[src/rtl/dreq_pkg.sv]
package dreq_pkg;
    typedef enum logic [1:0] {
        ST_IDLE    = 2'd0,
        ST_BUSY    = 2'd1,
        ST_RELEASE = 2'd2
    } arb_state_e;
endpackage

[src/rtl/dreq_pend.sv]
module dreq_pend #(
    parameter int NUM_CH  = 8,
    parameter int NUM_REQ = 16,
    localparam int REQ_W  = $clog2(NUM_REQ)
) (
    input  logic [NUM_CH-1:0]       ch_enable,
    input  logic [NUM_CH-1:0]       ch_mem2mem,
    input  logic [NUM_CH*REQ_W-1:0] ch_req_sel,
    input  logic [NUM_REQ-1:0]      preq_single,
    input  logic [NUM_REQ-1:0]      preq_burst,
    output logic [NUM_CH-1:0]       ch_pend,
    output logic [NUM_CH-1:0]       ch_is_burst
);
    for (genvar c = 0; c < NUM_CH; c++) begin : g_ch
        logic [REQ_W-1:0] sel;
        logic             line_s;
        logic             line_b;
        assign sel    = ch_req_sel[c*REQ_W +: REQ_W];
        assign line_s = preq_single[sel];
        assign line_b = preq_burst[sel];
        // Pending from the bound line, or unconditionally for memory-to-memory.
        assign ch_pend[c]     = ch_enable[c] & (ch_mem2mem[c] | line_s | line_b);
        // A burst request outranks a single request on the same line.
        assign ch_is_burst[c] = ch_mem2mem[c] | line_b;
    end
endmodule

[src/rtl/dreq_prio.sv]
module dreq_prio #(
    parameter int NUM_CH = 8,
    localparam int CH_W  = $clog2(NUM_CH)
) (
    input  logic [NUM_CH-1:0] ch_pend,
    output logic              win_valid,
    output logic [CH_W-1:0]   win_ch
);
    logic [NUM_CH-1:0] below_win;

    always_comb begin
        win_ch = '0;
        for (int i = NUM_CH - 1; i >= 0; i--) begin
            if (ch_pend[i]) begin
                win_ch = CH_W'(i);
            end
        end
    end

    assign win_valid = |ch_pend;

    // Channels with a lower index than the winner must all be idle.
    always_comb begin
        for (int i = 0; i < NUM_CH; i++) begin
            below_win[i] = ch_pend[i] && (CH_W'(i) < win_ch);
        end
        if (win_valid) begin
            AST_PRIO_LOWEST_WINS: assert (below_win == '0 && ch_pend[win_ch]);
        end
    end
endmodule

[src/rtl/dreq_fsm.sv]
module dreq_fsm
    import dreq_pkg::*;
#(
    parameter int NUM_CH  = 8,
    parameter int NUM_REQ = 16,
    parameter int LEN_W   = 8,
    localparam int CH_W   = $clog2(NUM_CH),
    localparam int REQ_W  = $clog2(NUM_REQ)
) (
    input  logic               clk,
    input  logic               rst_n,
    input  logic               win_valid,
    input  logic [CH_W-1:0]    win_ch,
    input  logic               win_burst,
    input  logic               win_m2m,
    input  logic [REQ_W-1:0]   win_line,
    input  logic [LEN_W-1:0]   burst_len,
    input  logic               xfer_done,
    output logic               grant_valid,
    output logic [CH_W-1:0]    grant_ch,
    output logic               grant_burst,
    output logic [LEN_W-1:0]   grant_beats,
    output logic [NUM_REQ-1:0] preq_clear
);
    arb_state_e       state_q, state_d;
    logic [CH_W-1:0]  ch_q;
    logic [REQ_W-1:0] line_q;
    logic             burst_q;
    logic             m2m_q;
    logic [LEN_W-1:0] left_q;
    logic [LEN_W-1:0] first_beats;
    logic             last_beat;

    assign first_beats = !win_burst       ? LEN_W'(1) :
                         (burst_len == '0) ? LEN_W'(1) : burst_len;
    assign last_beat   = xfer_done && (left_q == LEN_W'(1));

    // State register
    always_ff @(posedge clk or negedge rst_n) begin
        if (!rst_n) begin
            state_q <= ST_IDLE;
        end else begin
            state_q <= state_d;
        end
    end

    // Next state
    always_comb begin
        state_d = state_q;
        unique case (state_q)
            ST_IDLE:    if (win_valid) state_d = ST_BUSY;
            ST_BUSY:    if (last_beat) state_d = ST_RELEASE;
            ST_RELEASE: state_d = ST_IDLE;
            default:    state_d = ST_IDLE;
        endcase
    end

    // Grant context, latched at arbitration and counted down per beat
    always_ff @(posedge clk or negedge rst_n) begin
        if (!rst_n) begin
            ch_q    <= '0;
            line_q  <= '0;
            burst_q <= 1'b0;
            m2m_q   <= 1'b0;
            left_q  <= '0;
        end else if (state_q == ST_IDLE && win_valid) begin
            ch_q    <= win_ch;
            line_q  <= win_line;
            burst_q <= win_burst;
            m2m_q   <= win_m2m;
            left_q  <= first_beats;
        end else if (state_q == ST_BUSY && xfer_done) begin
            left_q  <= left_q - LEN_W'(1);
        end
    end

    // Outputs
    always_comb begin
        grant_valid = 1'b0;
        preq_clear  = '0;
        grant_ch    = ch_q;
        grant_burst = burst_q;
        grant_beats = left_q;
        unique case (state_q)
            ST_IDLE:    ;
            ST_BUSY:    grant_valid = 1'b1;
            ST_RELEASE: if (!m2m_q) preq_clear[line_q] = 1'b1;
            default:    ;
        endcase
    end

    AST_GRANT_HELD: assert property (@(posedge clk) disable iff (!rst_n)
        (grant_valid && $past(grant_valid)) |-> ($stable(grant_ch) && $stable(grant_burst)));
    AST_BEATS_NONZERO: assert property (@(posedge clk) disable iff (!rst_n)
        grant_valid |-> (grant_beats != '0));
    AST_BEAT_COUNTDOWN: assert property (@(posedge clk) disable iff (!rst_n)
        (grant_valid && xfer_done && grant_beats > LEN_W'(1))
        |=> (grant_valid && grant_beats == $past(grant_beats) - LEN_W'(1)));
    AST_CLEAR_ONEHOT: assert property (@(posedge clk) disable iff (!rst_n)
        $onehot0(preq_clear));
    AST_CLEAR_ONE_CYCLE: assert property (@(posedge clk) disable iff (!rst_n)
        (|preq_clear) |=> (preq_clear == '0));
    AST_NO_GRANT_ON_CLEAR: assert property (@(posedge clk) disable iff (!rst_n)
        (|preq_clear) |-> !grant_valid);
    AST_LAST_BEAT_RELEASES: assert property (@(posedge clk) disable iff (!rst_n)
        (grant_valid && xfer_done && grant_beats == LEN_W'(1)) |=> !grant_valid);
endmodule

[src/rtl/dma_req_arbiter.sv]
module dma_req_arbiter #(
    parameter int NUM_CH  = 8,
    parameter int NUM_REQ = 16,
    parameter int LEN_W   = 8,
    localparam int CH_W   = $clog2(NUM_CH),
    localparam int REQ_W  = $clog2(NUM_REQ)
) (
    input  logic                    clk,
    input  logic                    rst_n,
    input  logic [NUM_CH-1:0]       ch_enable,
    input  logic [NUM_CH-1:0]       ch_mem2mem,
    input  logic [NUM_CH*REQ_W-1:0] ch_req_sel,
    input  logic [LEN_W-1:0]        burst_len,
    input  logic [NUM_REQ-1:0]      preq_single,
    input  logic [NUM_REQ-1:0]      preq_burst,
    input  logic                    xfer_done,
    output logic                    grant_valid,
    output logic [CH_W-1:0]         grant_ch,
    output logic                    grant_burst,
    output logic [LEN_W-1:0]        grant_beats,
    output logic [NUM_REQ-1:0]      preq_clear
);
    logic [NUM_CH-1:0] ch_pend;
    logic [NUM_CH-1:0] ch_is_burst;
    logic              win_valid;
    logic [CH_W-1:0]   win_ch;
    logic [REQ_W-1:0]  win_line;

    dreq_pend #(.NUM_CH(NUM_CH), .NUM_REQ(NUM_REQ)) u_pend (
        .ch_enable   (ch_enable),
        .ch_mem2mem  (ch_mem2mem),
        .ch_req_sel  (ch_req_sel),
        .preq_single (preq_single),
        .preq_burst  (preq_burst),
        .ch_pend     (ch_pend),
        .ch_is_burst (ch_is_burst)
    );

    dreq_prio #(.NUM_CH(NUM_CH)) u_prio (
        .ch_pend   (ch_pend),
        .win_valid (win_valid),
        .win_ch    (win_ch)
    );

    assign win_line = ch_req_sel[win_ch*REQ_W +: REQ_W];

    dreq_fsm #(.NUM_CH(NUM_CH), .NUM_REQ(NUM_REQ), .LEN_W(LEN_W)) u_fsm (
        .clk         (clk),
        .rst_n       (rst_n),
        .win_valid   (win_valid),
        .win_ch      (win_ch),
        .win_burst   (ch_is_burst[win_ch]),
        .win_m2m     (ch_mem2mem[win_ch]),
        .win_line    (win_line),
        .burst_len   (burst_len),
        .xfer_done   (xfer_done),
        .grant_valid (grant_valid),
        .grant_ch    (grant_ch),
        .grant_burst (grant_burst),
        .grant_beats (grant_beats),
        .preq_clear  (preq_clear)
    );

    AST_GRANT_ONLY_FROM_IDLE: assert property (@(posedge clk) disable iff (!rst_n)
        $rose(grant_valid) |-> $past(win_valid));
endmodule

[config.mk]
export PLATFORM = sky130hd
export DESIGN_NAME = dma_req_arbiter
export DESIGN_NICKNAME = d
export VERILOG_FILES = /design/src/rtl/dreq_pkg.sv /design/src/rtl/dreq_pend.sv /design/src/rtl/dreq_prio.sv /design/src/rtl/dreq_fsm.sv /design/src/rtl/dma_req_arbiter.sv
export SDC_FILE = /design/constraint.sdc
export NUM_CORES = 1
export LEC_CHECK = 0
export ABC_AREA = 0
export CORE_MARGIN = 8
export CORE_UTILIZATION = 38
export CTS_BUF_LIST = sky130_fd_sc_hd__clkbuf_4 sky130_fd_sc_hd__clkbuf_8
export DETAILED_ROUTE_END_ITERATION = 10
export GPL_ROUTABILITY_DRIVEN = 0
export PLACE_DENSITY = 0.7
export SLEW_MARGIN = 0
export SYNTH_ARGS = -nofsm -noshare
export SYNTH_HDL_FRONTEND = slang
export SYNTH_HIERARCHICAL = 1
export SYNTH_SLANG_ARGS = --single-unit
[constraint.sdc]
create_clock -name clk -period 2.9 [get_ports clk]
set_clock_uncertainty 0.15 [all_clocks]
set_input_delay 0.58 -clock clk [delete_from_list [all_inputs] [get_ports clk]]
set_output_delay 0.58 -clock clk [all_outputs]
set_load 0.02 [all_outputs]
==> flow_metrics.tcl <==
set metrics [dict create \
    endpoint_kind "flop" \
    drive_gt1_share_pct 64.5 \
    critPathKind "in -> reg" \
    synth_cell_type_count 53 \
    grt_usage_pct 24.2 \
    wl_per_cell_um 24.1 \
    worstPathArrival_ps 3780 \
    area_delta_synth_final_pct 73.1 \
    setup_slack_ps -882 \
    antenna_left 0 \
    status "finished with violations" \
    grt_max_degree 20 \
    core_mm2 0.0101 \
    netlist_area_mm2 0.00389 \
    synthCells 321 \
    num_rows 37 \
    avgSynthCellArea_um2 12.1 \
    cts.clk_slew.worst_paths_ps 80 \
    cp_cell_sequence "buf_2 -> buf_6 -> buf_4 -> mux4_2 -> mux2_2 -> a21oi_4 -> o22ai_4 -> o41ai_4 -> buf_4 -> mux4_2 -> mux2_4 -> a21o_1 -> a221oi_2 -> nor3_1" \
    crit_required_ps 2900 \
    viasPerCell 6.16 \
    clkLatencyLatePin_ps 260 \
    tns_ps -11620 \
    regToRegSetupSlack_ps 890 \
    diodes 0 \
    grt_overflow 0 \
    synth-main-ff-cell "dfrtp_1" \
    ir_drop_uv 383 \
    drt_first_pass_iters 5 \
    cts.sinks 19 \
    slew_viol_final 0 \
    htreeDepth 1 \
    max_slew_margin_pct 59.6 \
    grt_pass1_wl_mm 25.4 \
    drtIter0Drc 423 \
    hp-class "reg -> reg" \
    place_area_mm2 0.00600 \
    num_vias 4308 \
    fp.dieH_um 117 \
    dieArea_mm2 0.0137 \
    rsz0062_at_grt "yes" \
    cpMaxStageDelayCell "mux4_2" \
    cts_hold_buf 0 \
    post-route-util_pct 66.4 \
    max_cap_viol_count 0 \
    synth-edff-count 0 \
    internal_power_uw 1620 \
    post-route-period-util_pct 130 \
    cts.path.max_buffers 2 \
    fmax_ghz 0.264 \
    clkPwrFrac_pct 7.2 \
    final_cell_area_mm2 0.00673 \
    place_ws_ps -1710 \
    ioPinCount 120 \
    cts_tree "yes" \
    power.density_mw_per_mm2 407 \
    final_cell_mix "buf_4, mux4_2, clkdlybuf4s50_1" \
    fin_crit_ps 3780 \
    combinationalPowerShare_pct 73.1 \
    path_buf_inv 4 \
    antenna_found_initial 0 \
    dpl.hpwl_mm 12.5 \
    ys_ff_latch 19 \
    tightest_slew_ps 601 \
    async_flop_share_pct 100 \
    leakage_uw 0.00276 \
    drt_wl_total_mm 16.8 \
    p_switching_uw 1120 \
    layout_commonest_cell "buf_4" \
    first_global_vias 4790 \
    yosysSeqAreaShare_pct 12.2 \
    route.detailed.drc 0 \
    fp.dieW_um 117 \
    critPathLaunchType "input port" \
    cts_root_buffer "clkbuf_8" \
    crit_fanout 6 \
    hold_viol 0 \
    p_seq_share_pct 19.7 \
    setup_viol 18 \
    critical_path.top_delay_family "multiplexers" \
    fin_nets 657 \
    numCtsBuffers 3 \
    violations "setup timing" \
    cp_slowest_stage_delay_ps 510 \
    synth_fp_nets 414 \
    start_util_pct 38.3 \
    ys.warnings.count 6 \
    swShare_pct 41.0 \
    io_buffers 119 \
]
power groups by stage:
stage | logic (uW) | registers [uW] | clock network [uW]
final | 2000 | 540 | 197
after global routing | 2110 | 561 | 209
after CTS | 1860 | 530 | 199
after detailed placement | 1620 | 535 | 0
after global placement | 1580 | 528 | 0
after floorplan | 830 | 602 | 0
state kept, by name, indices dropped and copies added (netlist names):
signal	flops
u_fsm/grant_beats	8
u_fsm/line_q	4
u_fsm/grant_ch	3
u_fsm/state_q	2
u_fsm/grant_burst	1
u_fsm/m2m_q	1
timing repair:
action	in CTS	in global routing
setup buffers	33	8
pin swaps	31	14
endpoints found under the hold margin	0	0
endpoints found under the setup margin	18	19
gates cloned	1	0
resized for setup	346	72
synthesized netlist by cell type, types with 3 or more instances:
cell / count / share of area (%)
buf_4: 5 / 0.97
o22ai_1: 8 / 1.3
nand3_1: 7 / 0.90
mux4_1: 28 / 19
mux2_2: 24 / 7.0
nor2_1: 21 / 2.0
buf_2: 7 / 0.90
mux2i_1: 16 / 4.1
o21ai_0: 10 / 1.3
nand2_1: 6 / 0.58
nand2b_1: 4 / 0.64
dfrtp_1: 19 / 12
o21ai_1: 13 / 1.7
a21o_1: 3 / 0.58
buf_6: 7 / 2.0
mux4_2: 48 / 28
a21oi_2: 8 / 1.8
clkbuf_2: 5 / 0.64
and3_1: 8 / 1.3
nor3_1: 8 / 1.0
mux2_1: 6 / 1.7
inv_1: 20 / 1.9
a22o_1: 3 / 0.68
logic make-up after synthesis:
logic type | after synthesis | share of synthesized area (%)
xor+xnor | 2 | 0.451
simple gates | 70 | 10.1
flops | 19 | 12.2
compound gates | 59 | 10.3
buf+inv | 47 | 6.76
fa+ha+maj | 2 | 0.644
mux | 122 | 59.5
area by class of cell:
class,count,area [um2]
Multi-Input combinational cell,255,3530
Fill cell,702,3410
Timing Repair Buffer,265,2430
Sequential cell,19,475
Tap cell,136,170
Inverter,20,75.1
Clock buffer,4,48.8
worst register-to-register path, stage by stage (launching register included):
cell	delay, ps
dfrtp_1	430
inv_1	100
ha_1	160
or3b_1	390
nor3_1	310
o21ai_1	110
a22o_1	250
routing by layer:
metal  GRT usage (%)  vias up  share of wire [%]
li1                -     1812                  -
met1            26.3     2117                 35
met2            45.4      310                 53
met3            3.44       69                7.6
met4            10.7        0                4.4
met5               0        -                  0
stage by stage:
stage	hold WS, ps	total power [uW]	std cells
finish	366	2740	699
global route	391	2880	699
CTS	372	2590	697
detailed placement	351	2150	660
global placement	335	2110	660
floorplan	134	1430	321
worst paths after layout:
kind / depth (start not counted) / end / from
hold / removal: 2 / u_fsm/grant_burst$_DFFE_PN0P_ / u_fsm/grant_burst$_DFFE_PN0P_
hold reg to reg: 2 / u_fsm/grant_burst$_DFFE_PN0P_ / u_fsm/grant_burst$_DFFE_PN0P_
setup / recovery: 14 / u_fsm/grant_beats[7]$_DFFE_PN0P_ / ch_req_sel[1]
min in group asynchronous: 2 / u_fsm/grant_beats[7]$_DFFE_PN0P_ / rst_n
setup reg to reg: 6 / u_fsm/grant_beats[6]$_DFFE_PN0P_ / u_fsm/grant_beats[0]$_DFFE_PN0P_
max in group asynchronous: 2 / u_fsm/line_q[1]$_DFFE_PN0P_ / rst_n
(Power assumes the default switching activity.)
